==> config.mk <==
export PLATFORM = sky130hd
export DESIGN_NAME = addsub_flags
export DESIGN_NICKNAME = d
export VERILOG_FILES = /design/src/rtl/addsub_flags.sv
export SDC_FILE = /design/constraint.sdc
export NUM_CORES = 1
export LEC_CHECK = 0
export BUFFER_PORTS_ARGS = -buffer_cell sky130_fd_sc_hd__buf_2
export CAP_MARGIN = 20
export CORE_UTILIZATION = 30
export CTS_CLUSTER_DIAMETER = 60
export DETAILED_ROUTE_END_ITERATION = 12
export SYNTH_ARGS = -nofsm -noshare
export SYNTH_HDL_FRONTEND = slang
export SYNTH_SLANG_ARGS = --single-unit
==> constraint.sdc <==
create_clock -name clk -period 3.38 [get_ports clk]
set_clock_uncertainty 0.1 [all_clocks]
set_input_delay 0.338 -clock clk [delete_from_list [all_inputs] [get_ports clk]]
set_output_delay 0.338 -clock clk [all_outputs]
set_load 0.005 [all_outputs]
==> src/rtl/addsub_flags.sv <==
module addsub_flags #(
  parameter int W = 16
) (
  input  logic         clk,
  input  logic         rst_n,
  input  logic         in_valid,
  input  logic         op_sub,
  input  logic [W-1:0] src,
  input  logic [W-1:0] dst,
  output logic         out_valid,
  output logic [W-1:0] result,
  output logic [3:0]   flags
);
  localparam int MSB = W - 1;

  logic [W:0]   wide;
  logic [W-1:0] res_c;
  logic         n_c, z_c, v_c, c_c;

  assign wide  = op_sub ? ({1'b0, dst} - {1'b0, src}) : ({1'b0, dst} + {1'b0, src});
  assign res_c = wide[W-1:0];
  assign n_c   = res_c[MSB];
  assign z_c   = (res_c == '0);
  assign c_c   = wide[W];
  assign v_c   = op_sub ? ((dst[MSB] != src[MSB]) && (res_c[MSB] == src[MSB]))
                        : ((dst[MSB] == src[MSB]) && (res_c[MSB] != dst[MSB]));

  always_ff @(posedge clk) begin
    if (!rst_n) begin
      out_valid <= 1'b0;
      result    <= '0;
      flags     <= 4'b0000;
    end else begin
      out_valid <= in_valid;
      if (in_valid) begin
        result <= res_c;
        flags  <= {n_c, z_c, v_c, c_c};
      end
    end
  end


  n_is_msb_chk: assert property (@(posedge clk) disable iff (!rst_n)
    out_valid |-> (flags[3] == result[MSB]));


  z_on_zero_chk: assert property (@(posedge clk) disable iff (!rst_n)
    out_valid |-> (flags[2] == (result == '0)));


  valid_follows_chk: assert property (@(posedge clk) disable iff (!rst_n)
    in_valid |=> out_valid);


  no_spurious_valid_chk: assert property (@(posedge clk) disable iff (!rst_n)
    !in_valid |=> !out_valid);


  hold_when_idle_chk: assert property (@(posedge clk) disable iff (!rst_n)
    !in_valid |=> ($stable(result) && $stable(flags)));


  equal_sub_chk: assert property (@(posedge clk) disable iff (!rst_n)
    (in_valid && op_sub && (src == dst)) |=> (result == '0 && flags == 4'b0100));
endmodule

==> results by group <==
Cells and area
  • Syn-to-layout area delta: 32.9%
  • Area of the multi-input gates: 1370 um2
  • Post-Route Utilization: 0.414
  • Share of cells above drive strength 1: 0.299
  • N_diodes: 0
  • Finished Cell Area: 2450 um2
  • Reg area: 400 um2
  • FILL cells: 624
  • Nets: 369

Clock network
  • Total CTS buffers: 3
  • CTS tree: built
  • Post-cts sizing count: 0
  • Clk slew on worst S/H paths: 0.07 ns
  • Htree depth: 1
  • Post-CTS Hold Buffers: 0
  • Clock sinks: 20
  • Maximum buffer depth of the clock tree: 2
  • CTS Root Cell: clkbuf_8
  • Post-CTS setup buffers: 0
  • Skew-Pair Late Insertion Delay: 0.25 ns

Logic synthesis
  • Cell type with the largest total area after synthesis: dfxtp_1
  • Count leader, synth: nor2_1
  • Synthesized flop and latch total: 20
  • Area share of the largest cell type after synthesis: 0.217
  • Top FF cell, synth: dfxtp_1
  • Syn_nets: 291
  • Mapped Area: 1840 um2
  • Distinct cells, synth: 47
  • Ys Warns: 0
  • Cells after Synth: 237
  • Post-synth EDFFs: 0
  • Largest cells by area after synthesis: dfxtp_1, ha_1, xnor2_1, nor2_1, a21oi_1
  • Sequential fraction of the synthesis area: 0.217
  • Synth async-reset ratio: 0
  • Syn avg cell area: 7.78 um2
  • Synth cell count leaders: nor2_1, a21oi_1, dfxtp_1

Power
  • Worst IR Drop VDD: 230 uV
  • Lkg Pwr: 0.00115 uW
  • Total power per unit cell area: 396 nW/um2
  • Power consumption: 971 uW

Global route
  • First-pass GRT wire length: 7560 um
  • Initial antenna violation count: 0
  • GRT Total Usage: 0.146
  • Vias in the first global route: 1679
  • Total grt overflow: 0
  • Largest net degree at the start of global routing: 24

Routing
  • Vias: 1907
  • Drt initial violations: 47
  • ANT nets after route: 0
  • Final WL: 4510 um
  • Routed vias/inst: 4.90
  • 1st-pass router iterations: 4
  • Drt drc: 0
  • Routed WL per cell: 11.6 um

Place
  • Final GP Congestion: 0.804
  • Post-DP HPWL: 3830 um
  • Placed Area: 2370 um2
  • Port bufs: 56

STA
  • Minimum clock period: 3.20 ns
  • Endpoints failing setup: 0
  • Hold Vio Cnt, Final: 0
  • Max Freq: 312 MHz
  • Least-Margin Pin Slew: 0.496 ns
  • Worst rel slew slack: 0.669
  • Max-slew violation count: 0
  • RSZ-0062 raised after global routing: no
  • Worst hold slack: 0.274 ns
  • Final period utilization: 0.947

Floorplan
  • Num ports: 57
  • Die footprint: 6460 um2
  • Row count: 28
  • Die width: 80.4 um
  • Die Height: 80.4 um
  • Core Area: 5920 um2
  • Initial Utilization: 0.311

Worst setup path
  • Worst-path fanout max: 4
  • Reg2reg setup slack: 2.57 ns
  • Critical path class: in2reg
  • Worst EP arrival: 3.31 ns
  • Crit start category: primary input
  • Reg2Reg Launch Point: flags[2]
  • WP data required: 3.49 ns
  • Crit. End Element: flop
  • RR Endpoint: flags[2]
  • Worst R2R Path Depth: 2

Hold path
  • Endpoint, Worst Hold: result[10]
  • Hold Path Class: in2reg
  • Hold path depth: 2
  • HP Start: rst_n

Run
  • Max Cap Viol: 0

Status
  • Run status: complete, no violations
-- kinds of logic after synthesis --
| family | Yosys count | share of synthesized area |
|---|---|---|
| xor+xnor | 25 | 0.119 |
| flops | 20 | 0.217 |
| fa+ha+maj | 18 | 0.126 |
| buf+inv | 21 | 0.0448 |
| mux | 5 | 0.0278 |
| compound gates | 70 | 0.264 |
| simple gates | 78 | 0.201 |
-- worst max-delay path, stage by stage --
cell       delay (ns)
buf_2            0.09
inv_1            0.04
ha_1             0.27
mux2_2           0.27
inv_1            0.06
ha_1             0.21
nor2b_1          0.14
o31a_1           0.27
o31a_1           0.30
a2111oi_4        0.40
o211ai_2         0.16
a21o_1           0.21
a2111oi_2        0.36
a31o_1           0.17
-- layout by cell type (no fill, tap or decap), types with 2 or more instances in the layout --
| cell | instances |
|---|---|
| buf_2 | 56 |
| nor2_1 | 37 |
| buf_4 | 24 |
| a21oi_1 | 21 |
| dfxtp_1 | 20 |
| xnor2_1 | 17 |
| ha_1 | 17 |
| inv_1 | 14 |
| o21ai_0 | 11 |
| nor3_1 | 8 |
| xor2_1 | 8 |
| nand2_1 | 6 |
| nor2b_1 | 5 |
| o21a_1 | 5 |
| nand3_1 | 5 |
| a211oi_1 | 5 |
| a31oi_1 | 4 |
| o31a_1 | 4 |
| mux2i_1 | 4 |
| nor4_1 | 3 |
| clkbuf_8 | 3 |
| o21bai_1 | 2 |
| or3_1 | 2 |
| or2_2 | 2 |
| a21o_1 | 2 |
| a311oi_1 | 2 |
| and3_1 | 2 |
| o31ai_1 | 2 |
| o2111ai_1 | 2 |
-- report_power, final --
group | leakage, uW | internal (uW) | switching, uW
registers | 0.000166 | 264 | 13.8
logic | 0.000952 | 221 | 237
clock network | 0.0000357 | 158 | 77.6
-- state kept, by name, summed over array words and instances (netlist names) --
signal,count
result,16
out_valid,1
flags,3
-- through the flow --
stage	cells	TNS [ns]	setup WS [ns]
floorplan	237	0	0.0685
global placement	385	-0.0479	-0.0479
detailed placement	385	-0.0945	-0.0945
CTS	389	0	0.154
global route	389	0	0.00810
finish	389	0	0.179
-- routing by layer --
layer | up-vias | part of all wire | global-route usage | wire length [um]
met5 | - | 0 | 0 | 0
met4 | 0 | 0.0093 | 0.0429 | 42
met3 | 4 | 0.050 | 0.0136 | 224
met2 | 50 | 0.40 | 0.218 | 1790
met1 | 842 | 0.54 | 0.216 | 2450
li1 | 1011 | - | - | -
-- how the worst max path moves through the flow --
stage | start | endpoint | depth (start not counted)
after detailed placement | src[4] | flags[2] | 13
final | src[0] | flags[2] | 14
after global placement | src[4] | flags[2] | 13
after floorplan | src[4] | flags[2] | 12
after CTS | src[4] | flags[2] | 13
after global routing | src[0] | flags[2] | 14
-- area by class of cell --
class | instances | area share
Multi-Input combinational cell | 196 | 0.560
Timing Repair Buffer | 80 | 0.188
Sequential cell | 20 | 0.164
Tap cell | 75 | 0.0383
Inverter | 14 | 0.0215
Clock buffer | 3 | 0.0169
Clock inverter | 1 | 0.0123
Power figures use the tool's default switching activity.
